$ cat src/rtl/dmareq_pkg.sv
`timescale 1ns/1ps
package dmareq_pkg;

    localparam int SEL_W   = 4;
    localparam int LINE_W  = 3;
    localparam int NPER    = 1 << LINE_W;
    localparam int AMODE_W = 2;

    localparam logic [SEL_W-1:0] CODE_EXT_DUAL = 4'b0000;
    localparam logic [SEL_W-1:0] CODE_EXT_M2D  = 4'b0010;
    localparam logic [SEL_W-1:0] CODE_EXT_D2M  = 4'b0011;
    localparam logic [SEL_W-1:0] CODE_AUTO     = 4'b0100;

    typedef enum logic [AMODE_W-1:0] {
        AM_DUAL    = 2'd0,
        AM_SGL_M2D = 2'd1,
        AM_SGL_D2M = 2'd2,
        AM_NONE    = 2'd3
    } amode_e;

    typedef enum logic [1:0] {
        SRC_NONE   = 2'd0,
        SRC_AUTO   = 2'd1,
        SRC_EXT    = 2'd2,
        SRC_PERIPH = 2'd3
    } src_e;

    typedef struct packed {
        src_e              src;
        amode_e            amode;
        logic [LINE_W-1:0] line;
        logic              bad;
    } sel_dec_t;

    typedef struct packed {
        logic [SEL_W-1:0] sel;
        logic             en;
        logic             te;
        logic             edge_det;
        logic             xfer16;
    } chan_cfg_t;

    function automatic sel_dec_t decode_sel(input logic [SEL_W-1:0] code);
        sel_dec_t r;
        r.src   = SRC_NONE;
        r.amode = AM_NONE;
        r.line  = code[LINE_W-1:0];
        r.bad   = 1'b0;
        if (code[SEL_W-1]) begin
            r.src   = SRC_PERIPH;
            r.amode = AM_DUAL;
        end else begin
            case (code)
                CODE_EXT_DUAL: begin r.src = SRC_EXT;  r.amode = AM_DUAL;    end
                CODE_EXT_M2D:  begin r.src = SRC_EXT;  r.amode = AM_SGL_M2D; end
                CODE_EXT_D2M:  begin r.src = SRC_EXT;  r.amode = AM_SGL_D2M; end
                CODE_AUTO:     begin r.src = SRC_AUTO; r.amode = AM_DUAL;    end
                default:       r.bad = 1'b1;
            endcase
        end
        return r;
    endfunction

endpackage

$ cat src/rtl/dmareq_sync.sv
`timescale 1ns/1ps
module dmareq_sync #(
    parameter int   W       = 1,
    parameter logic RST_VAL = 1'b1
) (
    input  logic         clk,
    input  logic         rst,
    input  logic [W-1:0] d,
    output logic [W-1:0] q
);

    logic [W-1:0] stage1_q;
    logic [W-1:0] stage2_q;

    always_ff @(posedge clk) begin
        if (rst) begin
            stage1_q <= {W{RST_VAL}};
            stage2_q <= {W{RST_VAL}};
        end else begin
            stage1_q <= d;
            stage2_q <= stage1_q;
        end
    end

    assign q = stage2_q;

endmodule

$ cat src/rtl/dmareq_chan.sv
`timescale 1ns/1ps
module dmareq_chan
    import dmareq_pkg::*;
(
    input  logic            clk,
    input  logic            rst,
    input  chan_cfg_t       cfg,
    input  logic            dma_on,
    input  logic            nmi_abort,
    input  logic            pin_s_n,
    input  logic [NPER-1:0] periph,
    input  logic            ack,
    output logic            req,
    output amode_e          amode,
    output logic            cfg_err,
    output logic            bad_mode
);

    sel_dec_t dec;
    logic     gate;
    logic     pin_prev_q;
    logic     fall;
    logic     edge_mode;
    logic     pend_q;
    logic     pend_d;
    logic     src_hit;

    assign dec  = decode_sel(cfg.sel);
    assign gate = cfg.en & dma_on & ~cfg.te & ~nmi_abort;

    always_ff @(posedge clk) begin
        if (rst) pin_prev_q <= 1'b1;
        else     pin_prev_q <= pin_s_n;
    end

    assign fall      = pin_prev_q & ~pin_s_n;
    assign edge_mode = (dec.src == SRC_EXT) & cfg.edge_det;
    assign pend_d    = gate & edge_mode & (fall | (pend_q & ~ack));

    always_ff @(posedge clk) begin
        if (rst) pend_q <= 1'b0;
        else     pend_q <= pend_d;
    end

    always_comb begin
        case (dec.src)
            SRC_AUTO:   src_hit = 1'b1;
            SRC_EXT:    src_hit = cfg.edge_det ? pend_q : ~pin_s_n;
            SRC_PERIPH: src_hit = periph[dec.line] & ~cfg.xfer16;
            default:    src_hit = 1'b0;
        endcase
    end

    assign req      = gate & src_hit;
    assign amode    = dec.amode;
    assign cfg_err  = (dec.src == SRC_PERIPH) & cfg.xfer16;
    assign bad_mode = dec.bad;

    p_gate_drop_clears_r5: assert property (@(posedge clk) disable iff (rst)
        !gate |=> !pend_q);

    p_pend_from_fall_r4: assert property (@(posedge clk) disable iff (rst)
        $rose(pend_q) |-> ($past(pin_prev_q) && !$past(pin_s_n)));

    p_ack_release_r4: assert property (@(posedge clk) disable iff (rst)
        (pend_q && ack && !fall) |=> !pend_q);

    p_err_quiet_r8: assert property (@(posedge clk) disable iff (rst)
        cfg_err |-> !req);

    p_bad_quiet_r9: assert property (@(posedge clk) disable iff (rst)
        bad_mode |-> (!req && amode == AM_NONE));

endmodule

$ cat src/rtl/dma_req_front.sv
`timescale 1ns/1ps
module dma_req_front
    import dmareq_pkg::*;
#(
    parameter int NCH = 4
) (
    input  logic                 clk,
    input  logic                 rst,
    input  logic                 dma_on,
    input  logic                 nmi_abort,
    input  logic [NCH*SEL_W-1:0] ch_sel,
    input  logic [NCH-1:0]       ch_en,
    input  logic [NCH-1:0]       ch_te,
    input  logic [NCH-1:0]       ch_edge,
    input  logic [NCH-1:0]       ch_xfer16,
    input  logic [NCH-1:0]       dreq_n,
    input  logic [NCH*NPER-1:0]  periph_req,
    input  logic [NCH-1:0]       ch_ack,
    output logic [NCH-1:0]       req_o,
    output logic [NCH*AMODE_W-1:0] amode_o,
    output logic [NCH-1:0]       cfg_err_o,
    output logic [NCH-1:0]       bad_mode_o
);

    logic [NCH-1:0] pin_s_n;

    dmareq_sync #(.W(NCH), .RST_VAL(1'b1)) u_sync (
        .clk (clk),
        .rst (rst),
        .d   (dreq_n),
        .q   (pin_s_n)
    );

    for (genvar c = 0; c < NCH; c++) begin : g_ch
        chan_cfg_t cfg;
        amode_e    am;

        assign cfg.sel      = ch_sel[c*SEL_W +: SEL_W];
        assign cfg.en       = ch_en[c];
        assign cfg.te       = ch_te[c];
        assign cfg.edge_det = ch_edge[c];
        assign cfg.xfer16   = ch_xfer16[c];

        dmareq_chan u_chan (
            .clk       (clk),
            .rst       (rst),
            .cfg       (cfg),
            .dma_on    (dma_on),
            .nmi_abort (nmi_abort),
            .pin_s_n   (pin_s_n[c]),
            .periph    (periph_req[c*NPER +: NPER]),
            .ack       (ch_ack[c]),
            .req       (req_o[c]),
            .amode     (am),
            .cfg_err   (cfg_err_o[c]),
            .bad_mode  (bad_mode_o[c])
        );

        assign amode_o[c*AMODE_W +: AMODE_W] = am;
    end

    p_global_gate_r1: assert property (@(posedge clk) disable iff (rst)
        (|req_o) |-> (dma_on && !nmi_abort));

    p_chan_gate_r1: assert property (@(posedge clk) disable iff (rst)
        ((req_o & ~ch_en) == '0) && ((req_o & ch_te) == '0));

endmodule

$ cat config.mk
export PLATFORM = sky130hd
export DESIGN_NAME = dma_req_front
export DESIGN_NICKNAME = d
export VERILOG_FILES = /design/src/rtl/dmareq_pkg.sv /design/src/rtl/dmareq_sync.sv /design/src/rtl/dmareq_chan.sv /design/src/rtl/dma_req_front.sv
export SDC_FILE = /design/constraint.sdc
export NUM_CORES = 1
export LEC_CHECK = 0
export BUFFER_PORTS_ARGS = -buffer_cell sky130_fd_sc_hd__buf_2
export CORE_UTILIZATION = 36
export CTS_BUF_LIST = sky130_fd_sc_hd__clkbuf_8 sky130_fd_sc_hd__clkbuf_16
export DETAILED_ROUTE_END_ITERATION = 8
export PLACE_DENSITY_LB_ADDON = 0.1
export SYNTH_ARGS = -nofsm -noshare
export SYNTH_HDL_FRONTEND = slang
export SYNTH_SLANG_ARGS = --single-unit
export TNS_END_PERCENT = 30
$ cat constraint.sdc
create_clock -name clk -period 1.15 [get_ports clk]
set_input_delay 0.0575 -clock clk [delete_from_list [all_inputs] [get_ports clk]]
set_output_delay 0.0575 -clock clk [all_outputs]
set_load 0.05 [all_outputs]
==> results.md <==
- Status: finished with violations
- Failing checks: setup timing
- RSZ-0062 raised after global routing: yes
- Clk slew on worst S/H paths: 0.06 ns
- Die width: 60.7 um
- Clk_lat worst skew: 0.25 ns
- Leak: 0.000993 uW
- Initial antenna violation count: 0
- Fin crit share: 113%
- Largest cells by area after synthesis: dfxtp_1 26%, mux4_2 9.1%, buf_4 7.9%
- Relative slew slack: 80.0%
- Remaining global-route overflow: 0
- Hold Path Class: in -> reg
- Sw Share: 30.4%
- Post-layout minimum cycle time: 1.30 ns
- Most common cell after layout, fill and taps aside: buf_2
- Part of the power in registers: 34.6%
- Initial drt markers: 26
- Post-synthesis adder-cell area fraction: 0%
- DPL Wire Length: 2710 um
- GRT Total Usage: 18.3%
- Final Skew: 0.00252 ns
- Power per cell area: 826 mW/mm^2
- Total CTS buffers: 3
- #FFs+latches synth: 16
- Area share of the largest cell type after synthesis: 25.9%
- Place WS: -0.336 ns
- Post-Synth Simple-Gate Area: 32.8%
- Share of layout cells above drive strength 1: 61.8%
- Total clock sinks: 16
- Htree depth: 1
- Number of global-route vias before repair: 1328
- Final instance area: 0.00202 sq mm
- Cell taking the most area after synthesis: dfxtp_1
- Row count: 20
- Clock power frac: 29.0%
- Worst setup margin: -0.151 ns
- Worst-case clock buffer depth: 2
- Synth Flop Type: dfxtp_1
- DRC viols: 0
- Hold Vio Cnt, Final: 0
- Cells after Synth: 150
- DR vias: 1418
- Crit Path Max Fanout: 4
- Post-synth EDFFs: 0
- Synth Area in XOR/XNOR: 0%
- Root Buffer Master: clkbuf_8
- # diodes: 0
- DIE AREA: 0.00368 sq mm
- Area Overhead vs Synth: 63.3%
- Final setup viols: 4
- Fin util: 64.2%
- Most frequent cells in the layout: 90 x buf_2, 17 x buf_4, 14 x nor2_1, 14 x dfxtp_1
- Nets: 331
- Number of port buffers: 95
- Slew @ Worst Pin: 0.299 ns
- Synth Net Count: 226
- Critical Path Sink Type: primary output
- Crit path DAT: 1.24 ns
- Peak VDD IR: 0.501 mV
- Core area: 0.00315 sq mm
- Mean post-synth cell area: 8.26 sq um
- Max Cap Violations: 0
- Sequential-to-total area share from yosys stat: 25.9%
- Starting Density: 39.3%
- Switch Pwr: 509 uW
- Largest net degree at the start of global routing: 17
- Pint: 1160 uW
- Number of routed nets with antenna violations: 0
- Filler Cells Inserted: 302
- Drt first pass iters: 3
- Sequential cell area: 323 sq um
- Max Fclk: 769 MHz
- First-pass GRT wire length: 5100 um
- Crit path kind: in -> out
- Post-synth cell types: 32
- Placed insts: 290
- Mapped Area: 0.00124 sq mm
- Die Y: 60.7 um
- Startpoint Class: primary input
- Hold Worst Slack: 0.0769 ns
- WL per Instance: 11.3 um
- Multi-input logic area: 871 sq um
- Share of flip-flops with an asynchronous set or reset: 0%
- Mean number of vias per cell: 4.76
- I/O Pins: 96
- Largest family of logic cells by synthesized area: simple AND/OR/NAND/NOR gates
- TritonCTS clock tree: built
- Compound-Gate Fraction of Synth Area: 12.0%
- Final count of pins violating max slew: 0
- Setup repair bufs after CTS: 0
- Routed wire length: 3370 um
- Yosys warns: 0
- Multiplexer area fraction after synthesis: 17.6%
- Placed instance area: 0.00180 sq mm
- Post-route insts no fill: 298
- Comb pwr share: 36.4%
- Placer Congestion: 0.771
- Worst Path Required: 1.09 ns
==> cell usage after synthesis, types with 3 or more instances <==
| cell | count |
|---|---|
| mux4_2 | 5 |
| nor2_1 | 14 |
| nor3_1 | 3 |
| inv_1 | 8 |
| nand2_1 | 12 |
| o21ai_0 | 7 |
| nor2b_1 | 3 |
| a21oi_1 | 8 |
| o22ai_1 | 5 |
| nand2b_1 | 7 |
| nor4b_1 | 4 |
| and2_1 | 4 |
| dfxtp_1 | 16 |
| nor3b_1 | 4 |
| or2_2 | 12 |
| mux2i_1 | 3 |
| buf_4 | 13 |
==> through the flow <==
step,setup TNS (ns),total power (uW)
final,-0.353,1670
after global routing,-0.575,1760
after CTS,-0.480,1670
after detailed placement,-1.75,1140
after global placement,-1.45,1130
after floorplan,-0.558,923
==> final timing paths <==
| check | to | cells past startpoint | slack (ns) | startpoint |
|---|---|---|---|---|
| min | g_ch[0].u_chan.pend_q$_SDFF_PP0_ | 3 | 0.08 | ch_edge[0] |
| min reg2reg | u_sync.q[3]$_SDFF_PP1_ | 1 | 0.41 | u_sync.stage1_q[3]$_SDFF_PP1_ |
| max | req_o[0] | 6 | -0.15 | nmi_abort |
| max reg2reg | g_ch[2].u_chan.pend_q$_SDFF_PP0_ | 3 | 0.26 | u_sync.q[2]$_SDFF_PP1_ |
==> per-layer routing <==
layer | vias to the layer above | GRT usage [%] | share of wire, %
met1 | 639 | 21.1 | 39
met4 | 0 | 5.84 | 1.4
met2 | 47 | 33.1 | 54
met5 | - | 0 | 0
met3 | 6 | 4.48 | 5.5
li1 | 726 | - | -
==> flip-flops by register name, indices dropped and copies added, names as in the netlist <==
| signal | count |
|---|---|
| g_ch.u_chan.pend_q | 4 |
| g_ch.u_chan.pin_prev_q | 4 |
| u_sync.q | 4 |
| u_sync.stage1_q | 4 |
==> power by group through the flow <==
stage	Clock, uW	Combinational (uW)	Sequential [uW]
final	484	609	578
after global routing	525	657	579
after CTS	506	584	577
after detailed placement	0	554	590
after global placement	0	544	589
after floorplan	0	336	587
==> kinds of logic after synthesis <==
| group | after synthesis |
|---|---|
| multiplexers | 12 |
| buffers and inverters | 25 |
| flip-flops | 16 |
| AO/OA/AOI/OAI | 26 |
| AND/OR/NAND/NOR | 71 |
==> worst max-delay path, cell delays in order <==
cell and delay, ns:
buf_2 0.09, nand2b_4 0.15, buf_6 0.13, or4_4 0.43
o22ai_2 0.20, buf_6 0.18
==> final cells by class <==
type	count	share of cell area (%)
multi-input combinational	109	43.0
timing repair buffer	117	34.1
sequential	16	16.0
clock buffer	4	2.72
tap	44	2.72
inverter	8	1.48
==> timing repair <==
item	4_1_cts	5_1_grt
endpoints found under the setup margin	4	4
pin swaps	2	4
hold endpoints to repair	4	0
hold buffers	4	0
gates resized for setup	17	21
No activity file was read; power rests on OpenSTA's default activity.
